$ cat src/rtl/cs_timing_pkg.sv
package cs_timing_pkg;

  // Port-state word layout: top bit of each five-bit group belongs to port 0
  localparam int SEL_LSB     = 20;
  localparam int SEL_W       = 3;
  localparam int CKIDLE_TOP  = 19;
  localparam int PHASE_TOP   = 14;
  localparam int CSIDLE_TOP  = 9;
  localparam int DIDLE_TOP   = 4;
  localparam int WORD_W      = 32;
  localparam int CNT_W       = 8;

  // Per-port timing word, packed so the field order matches the bit layout
  typedef struct packed {
    logic [CNT_W-1:0] rate;
    logic [CNT_W-1:0] setup;
    logic [CNT_W-1:0] hold;
    logic [CNT_W-1:0] rest;
  } port_timing_t;

  typedef enum logic [2:0] {
    ST_IDLE,
    ST_SETUP,
    ST_RUN,
    ST_GAP,
    ST_HOLD,
    ST_REST
  } frame_state_e;

endpackage

$ cat src/rtl/cs_cfg_bank.sv
module cs_cfg_bank
  import cs_timing_pkg::*;
#(
  parameter int N_PORTS = 5
) (
  input  logic                clk,
  input  logic                rst_n,
  input  logic                param_we,
  input  logic [SEL_W-1:0]    param_port,
  input  logic [WORD_W-1:0]   param_wdata,
  input  logic                state_we,
  input  logic [WORD_W-1:0]   state_wdata,
  input  logic [SEL_W-1:0]    act_port,
  output logic [SEL_W-1:0]    port_sel,
  output logic                sel_ok,
  output logic [N_PORTS-1:0]  cs_idle,
  output port_timing_t        sel_timing,
  output port_timing_t        act_timing,
  output logic                sclk_idle,
  output logic                sclk_phase,
  output logic                data_idle
);

  // Reset value: every chip select idles high, all else zero
  localparam logic [WORD_W-1:0] STATE_RST =
    WORD_W'({N_PORTS{1'b1}}) << (CSIDLE_TOP - N_PORTS + 1);

  logic [WORD_W-1:0]           state_q;
  port_timing_t [N_PORTS-1:0]  prm_vec;
  logic [N_PORTS-1:0]          ck_idle_v;
  logic [N_PORTS-1:0]          phase_v;
  logic [N_PORTS-1:0]          d_idle_v;

  always_ff @(posedge clk or negedge rst_n) begin
    if (!rst_n)        state_q <= STATE_RST;
    else if (state_we) state_q <= state_wdata;
  end

  assign port_sel = state_q[SEL_LSB +: SEL_W];
  assign sel_ok   = int'(port_sel) < N_PORTS;

  for (genvar gp = 0; gp < N_PORTS; gp++) begin : g_port
    port_timing_t prm_q;
    always_ff @(posedge clk or negedge rst_n) begin
      if (!rst_n)
        prm_q <= '0;
      else if (param_we && (param_port == SEL_W'(gp)))
        prm_q <= port_timing_t'(param_wdata);
    end
    assign prm_vec[gp]   = prm_q;
    // Bit order inside each group runs opposite to the port index
    assign cs_idle[gp]   = state_q[CSIDLE_TOP - gp];
    assign ck_idle_v[gp] = state_q[CKIDLE_TOP - gp];
    assign phase_v[gp]   = state_q[PHASE_TOP  - gp];
    assign d_idle_v[gp]  = state_q[DIDLE_TOP  - gp];
  end

  always_comb begin
    sel_timing = '0;
    act_timing = '0;
    sclk_idle  = 1'b0;
    sclk_phase = 1'b0;
    data_idle  = 1'b0;
    for (int i = 0; i < N_PORTS; i++) begin
      if (port_sel == SEL_W'(i)) begin
        sel_timing = prm_vec[i];
        sclk_idle  = ck_idle_v[i];
        sclk_phase = phase_v[i];
        data_idle  = d_idle_v[i];
      end
      if (act_port == SEL_W'(i)) act_timing = prm_vec[i];
    end
  end

endmodule

$ cat src/rtl/cs_frame_fsm.sv
module cs_frame_fsm
  import cs_timing_pkg::*;
(
  input  logic              clk,
  input  logic              rst_n,
  input  logic              start_valid,
  input  logic [SEL_W-1:0]  port_sel,
  input  logic              sel_ok,
  input  logic [CNT_W-1:0]  setup_cnt,
  input  logic [CNT_W-1:0]  hold_cnt,
  input  logic [CNT_W-1:0]  rest_cnt,
  input  logic              gap_en,
  input  logic              byte_end,
  input  logic              xfer_end,
  output logic              start_ready,
  output logic [SEL_W-1:0]  act_port,
  output logic              cs_active,
  output logic              clk_grant
);

  frame_state_e      st_q, st_d;
  logic [CNT_W-1:0]  cnt_q, cnt_d;
  logic              cnt_zero;
  logic              accept;

  assign cnt_zero    = (cnt_q == '0);
  // Ready in idle, and already in the final cycle of the rest window
  assign start_ready = sel_ok && ((st_q == ST_IDLE) ||
                                  ((st_q == ST_REST) && cnt_zero));
  assign accept      = start_valid && start_ready;

  always_comb begin
    st_d  = st_q;
    cnt_d = cnt_q;
    unique case (st_q)
      ST_IDLE: begin
        if (accept) begin
          st_d  = ST_SETUP;
          cnt_d = setup_cnt;
        end
      end
      ST_SETUP: begin
        if (cnt_zero) st_d = ST_RUN;
        else          cnt_d = cnt_q - 1'b1;
      end
      ST_RUN: begin
        if (xfer_end) begin
          st_d  = ST_HOLD;
          cnt_d = hold_cnt;
        end else if (byte_end && gap_en) begin
          st_d  = ST_GAP;
          cnt_d = hold_cnt;
        end
      end
      ST_GAP: begin
        if (cnt_zero) st_d = ST_RUN;
        else          cnt_d = cnt_q - 1'b1;
      end
      ST_HOLD: begin
        if (cnt_zero) begin
          st_d  = ST_REST;
          cnt_d = rest_cnt;
        end else begin
          cnt_d = cnt_q - 1'b1;
        end
      end
      ST_REST: begin
        if (accept) begin
          st_d  = ST_SETUP;
          cnt_d = setup_cnt;
        end else if (cnt_zero) begin
          st_d = ST_IDLE;
        end else begin
          cnt_d = cnt_q - 1'b1;
        end
      end
      default: begin
        st_d  = ST_IDLE;
        cnt_d = '0;
      end
    endcase
  end

  always_ff @(posedge clk or negedge rst_n) begin
    if (!rst_n) begin
      st_q     <= ST_IDLE;
      cnt_q    <= '0;
      act_port <= '0;
    end else begin
      st_q  <= st_d;
      cnt_q <= cnt_d;
      if (accept) act_port <= port_sel;
    end
  end

  assign cs_active = (st_q == ST_SETUP) || (st_q == ST_RUN) ||
                     (st_q == ST_GAP)   || (st_q == ST_HOLD);
  assign clk_grant = (st_q == ST_RUN);

endmodule

$ cat src/rtl/cs_level_map.sv
module cs_level_map
  import cs_timing_pkg::*;
#(
  parameter int N_PORTS = 5
) (
  input  logic [N_PORTS-1:0] cs_idle,
  input  logic [SEL_W-1:0]   act_port,
  input  logic               cs_active,
  output logic [N_PORTS-1:0] cs_out
);

  for (genvar gp = 0; gp < N_PORTS; gp++) begin : g_cs
    logic drive;
    assign drive      = cs_active && (act_port == SEL_W'(gp));
    assign cs_out[gp] = drive ? ~cs_idle[gp] : cs_idle[gp];
  end

endmodule

$ cat src/rtl/cs_timing_gen.sv
module cs_timing_gen
  import cs_timing_pkg::*;
#(
  parameter int N_PORTS = 5
) (
  input  logic                clk,
  input  logic                rst_n,
  input  logic                param_we,
  input  logic [2:0]          param_port,
  input  logic [31:0]         param_wdata,
  input  logic                state_we,
  input  logic [31:0]         state_wdata,
  input  logic                start_valid,
  output logic                start_ready,
  input  logic                gap_en,
  input  logic                byte_end,
  input  logic                xfer_end,
  output logic                clk_grant,
  output logic [N_PORTS-1:0]  cs_out,
  output logic                sclk_idle,
  output logic                sclk_phase,
  output logic                data_idle,
  output logic [7:0]          bit_rate
);

  logic [SEL_W-1:0]    port_sel_w;
  logic [SEL_W-1:0]    act_port_w;
  logic                sel_ok_w;
  logic                cs_active_w;
  logic [N_PORTS-1:0]  cs_idle_w;
  port_timing_t        sel_timing_w;
  port_timing_t        act_timing_w;

  cs_cfg_bank #(.N_PORTS(N_PORTS)) u_bank (
    .clk         (clk),
    .rst_n       (rst_n),
    .param_we    (param_we),
    .param_port  (param_port),
    .param_wdata (param_wdata),
    .state_we    (state_we),
    .state_wdata (state_wdata),
    .act_port    (act_port_w),
    .port_sel    (port_sel_w),
    .sel_ok      (sel_ok_w),
    .cs_idle     (cs_idle_w),
    .sel_timing  (sel_timing_w),
    .act_timing  (act_timing_w),
    .sclk_idle   (sclk_idle),
    .sclk_phase  (sclk_phase),
    .data_idle   (data_idle)
  );

  cs_frame_fsm u_fsm (
    .clk         (clk),
    .rst_n       (rst_n),
    .start_valid (start_valid),
    .port_sel    (port_sel_w),
    .sel_ok      (sel_ok_w),
    .setup_cnt   (sel_timing_w.setup),
    .hold_cnt    (act_timing_w.hold),
    .rest_cnt    (act_timing_w.rest),
    .gap_en      (gap_en),
    .byte_end    (byte_end),
    .xfer_end    (xfer_end),
    .start_ready (start_ready),
    .act_port    (act_port_w),
    .cs_active   (cs_active_w),
    .clk_grant   (clk_grant)
  );

  cs_level_map #(.N_PORTS(N_PORTS)) u_map (
    .cs_idle   (cs_idle_w),
    .act_port  (act_port_w),
    .cs_active (cs_active_w),
    .cs_out    (cs_out)
  );

  assign bit_rate = sel_timing_w.rate;

endmodule

$ cat config.mk
export PLATFORM = sky130hd
export DESIGN_NAME = cs_timing_gen
export DESIGN_NICKNAME = d
export VERILOG_FILES = /design/src/rtl/cs_timing_pkg.sv /design/src/rtl/cs_cfg_bank.sv /design/src/rtl/cs_frame_fsm.sv /design/src/rtl/cs_level_map.sv /design/src/rtl/cs_timing_gen.sv
export SDC_FILE = /design/constraint.sdc
export NUM_CORES = 1
export LEC_CHECK = 0
export ABC_AREA = 0
export BUFFER_PORTS_ARGS = -buffer_cell sky130_fd_sc_hd__buf_2
export CELL_PAD_IN_SITES_DETAIL_PLACEMENT = 1
export CELL_PAD_IN_SITES_GLOBAL_PLACEMENT = 1
export CORE_MARGIN = 2
export CORE_UTILIZATION = 44
export CTS_CLUSTER_SIZE = 12
export DETAILED_ROUTE_END_ITERATION = 8
export PLACE_DENSITY_LB_ADDON = 0.08
export SLEW_MARGIN = 5
export SYNTH_ARGS = -nofsm -noshare
export SYNTH_HDL_FRONTEND = slang
export SYNTH_SLANG_ARGS = --single-unit
$ cat constraint.sdc
create_clock -name clk -period 2.2 [get_ports clk]
set_input_delay 0 -clock clk [delete_from_list [all_inputs] [get_ports clk]]
set_output_delay 0 -clock clk [all_outputs]
set_load 0.01 [all_outputs]
==> results.md <==
- Worst rel slew slack: 53.3%
- Die Ht: 150 µm
- Commonest non-fill, non-tap cells in the layout: 189 x dfrtp_1, 187 x mux2_2, 82 x buf_2, 57 x dlygate4sd3_1, 54 x buf_4
- Syn avg cell area: 12.8 µm²
- Reg-to-reg endpoint: u_fsm.cnt_q[0]
- DP Wirelength: 16.8 mm
- Tot Pwr: 9.86 mW
- Register area share after synthesis: 52.8%
- TritonCTS sink count: 197
- Distinct cells, synth: 55
- Critical Path RT: 2580 ps
- Yosys warning total: 0
- Commonest non-fill, non-tap cell in the layout: dfrtp_1
- Grt ovf: 0
- HP Start: start_valid
- Final #Nets: 977
- #FFs+latches synth: 197
- Ant. Diodes: 0
- Routed WL per cell: 21.1 µm
- Largest net degree at the start of global routing: 81
- Syn Std Cell Area: 9350 µm²
- Root Driver: clkbuf_16
- Outcome: finished clean
- Final setup TNS: 0 ps
- Vias per Instance: 5.56
- # DRC: 0
- Row cnt: 53
- Hold path depth: 3
- Initial antenna violation count: 0
- Syn nets: 805
- R2R setup slack: 100 ps
- Layout cell share with drive strength beyond 1: 43.8%
- Post-DRT Antenna Nets: 0
- Path type of the worst setup path: register to register
- Critical Path AT: 2490 ps
- CTS H-tree lvls: 4
- Switching Share: 27.8%
- Clk slew on worst S/H paths: 80 ps
- Worst clock skew: 19.7 ps
- Crit-path max FO: 5
- Power Internal: 7.12 mW
- Iter 0 DRT Violations: 330
- Final wirelength: 25.1 mm
- Ys async rst share: 100%
- Top_reg_cell synth: dfrtp_1
- Critical path, cell by cell: inv_1, ha_4, and3b_1, and3_4, a41oi_4, or3b_4, a41oi_1, o22a_2
- First-pass GRT wire length: 39.9 mm
- Post-synth EDFFs: 0
- Synth Instances: 729
- Reg2Reg Depth: 8
- Cts bufs inserted: 17
- Worst skew pair latency: 450 ps
- Placed inst area: 10400 µm²
- Count of final setup violators: 0
- P_leak: 5.10 nW
- Final setup margin: 97.8 ps
- Net switching power: 2.74 mW
- DR WL met2: 13.3 mm
- Vias in the first global route: 7173
- Critical path capture point type: register
- Buffers on Ports: 83
- Max-slew violations: 0
- Num ports: 93
- Comb power frac: 17.5%
- Die Span X: 150 µm
- Uppermost layer routed: met4
- Met3 wire length: 508 µm
- Util after Layout: 56.0%
- Gpl congestion: 0.841
- Fmax achieved: 476 MHz
- Max-Cap Viols: 0
- Final Hold Vio Count: 0
- Hold crit path type: input pin to register
- Critical-path top delay cell: or3b_4
- Clock power share: 34.9%
- VDD IR-drop max: 0.571 mV
- Max incr delay on CP: 420 ps
- Core Box Area: 21000 µm²
- Area Growth Syn to Fin: 25.4%
- Crit path time final: 2100 ps
- Pre-CTS worst setup slack: -21.4 ps
- Critical Path Source Type: register
- Pwr/cell area: 841 nW/µm²
- WL met1: 11.0 mm
- Tcrit/Tclk final: 95.6%
- Worst reg2reg path startpoint: u_fsm.cnt_q[0]
- Min-Delay Endpoint: u_fsm.st_q[0]
- Final Cell Area: 11700 µm²
- CTS max path bufs: 2
- Total GRT Usage: 23.5%
- Sequential share of power: 47.6%
- Full die area: 22400 µm²
- TritonRoute pass-1 iters: 4
- Initial Utilization: 44.6%
- Worst slew pin tran: 700 ps
- Vias after detailed routing: 6605
- CTS tree: done
[worst max-delay path: cells and delay by family (launching register included)]
family,cells,cell delay [ps]
AND/OR/NAND/NOR,3,780
flip-flops,1,380
AO/OA/AOI/OAI,3,560
buffers and inverters,1,140
adder cells (fa/ha/maj),1,180
[layout make-up]
cell class              instances  area, µm²
fillers                      2156       9230
flip-flops and latches        197       4940
multi-input cells             469       4220
repair buffers                199       1500
clock buffers                  17        425
well taps                     275        344
clock inverters                15        236
inverters                      17       63.8
[logic make-up after synthesis]
| logic type | share of synthesized area [%] |
|---|---|
| AND/OR/NAND/NOR | 6.29 |
| multiplexers | 29.2 |
| XOR/XNOR | 0.656 |
| buffers and inverters | 2.72 |
| flip-flops | 52.8 |
| AO/OA/AOI/OAI | 8.23 |
| adder cells (fa/ha/maj) | 0.134 |
[how the worst max path moves through the flow]
stage	from	end	slack, ps	cells after the start
2_1_floorplan	u_fsm.cnt_q[0]	u_fsm.cnt_q[0]	6	9
3_3_place_gp	u_fsm.cnt_q[1]	u_fsm.cnt_q[7]	5	9
3_5_place_dp	u_fsm.cnt_q[1]	u_fsm.cnt_q[7]	-20	9
4_1_cts	u_fsm.cnt_q[0]	u_fsm.cnt_q[0]	6	8
5_1_grt	u_fsm.act_port[2]	cs_out[0]	-0.2	6
6_report	u_fsm.cnt_q[0]	u_fsm.cnt_q[0]	100	8
[power groups by stage]
stage          Combinational, mW  Clock (mW)  Sequential (mW)
2_1_floorplan               1.15           0             4.61
3_3_place_gp                1.59           0             4.69
3_5_place_dp                1.67           0             4.75
4_1_cts                     1.76        3.54             4.69
5_1_grt                     1.90        3.65             4.78
6_report                    1.73        3.44             4.69
[Yosys cell counts, drive strengths merged, types with 2 or more instances]
cell | n | area [µm²]
xor2 | 3 | 26.3
or2 | 2 | 12.5
nand2b | 7 | 43.8
o22ai | 11 | 68.8
and2 | 3 | 18.8
a22oi | 4 | 30.0
buf | 17 | 81.3
a21oi | 23 | 115
nor3b | 8 | 60.1
nor2b | 10 | 62.6
o31ai | 2 | 15.0
o21ai | 30 | 154
xnor2 | 4 | 35.0
a41oi | 2 | 36.3
a31oi | 5 | 31.3
mux4 | 13 | 293
o22a | 2 | 18.8
mux2 | 187 | 2110
o21a | 2 | 15.0
a22o | 5 | 43.8
nor3 | 9 | 45.0
nand3 | 3 | 15.0
dfrtp | 192 | 4800
nor2 | 30 | 113
clkbuf | 29 | 109
dfstp | 5 | 131
nand3b | 2 | 15.0
a2bb2oi | 3 | 26.3
and3 | 3 | 18.8
and3b | 4 | 35.0
a211oi | 7 | 52.6
inv | 17 | 63.8
o211ai | 7 | 52.6
a221oi | 3 | 26.3
mux2i | 33 | 330
nand2 | 28 | 105
[stage by stage]
| step | cells | hold WS, ps |
|---|---|---|
| after detailed placement | 1096 | 98.6 |
| after global placement | 1096 | 74.4 |
| after floorplan | 729 | -296 |
| after CTS | 1185 | 1.58 |
| after global routing | 1189 | 5.92 |
| final | 1189 | 20.4 |
[metal layers]
metal | track usage [%] | vias to the layer above
li1 | - | 2995
met1 | 29.7 | 3515
met2 | 42.0 | 71
met3 | 3.90 | 24
met4 | 5.71 | 0
met5 | 0 | -
[registers in the layout, indices dropped and copies added, names as in the netlist]
| name | cells |
|---|---|
| u_fsm.act_port | 3 |
| u_bank.g_port.prm_q | 160 |
| u_fsm.cnt_q | 8 |
| u_fsm.st_q | 3 |
| u_bank.state_q | 23 |
[what timing repair did]
item	4_1_cts	5_1_grt
endpoints found under the setup margin	3	7
hold buffers	57	0
buffers inserted	0	4
hold endpoints to repair	254	0
gates resized for setup	3	8
Note: power is estimated with default switching activity, not from simulation.
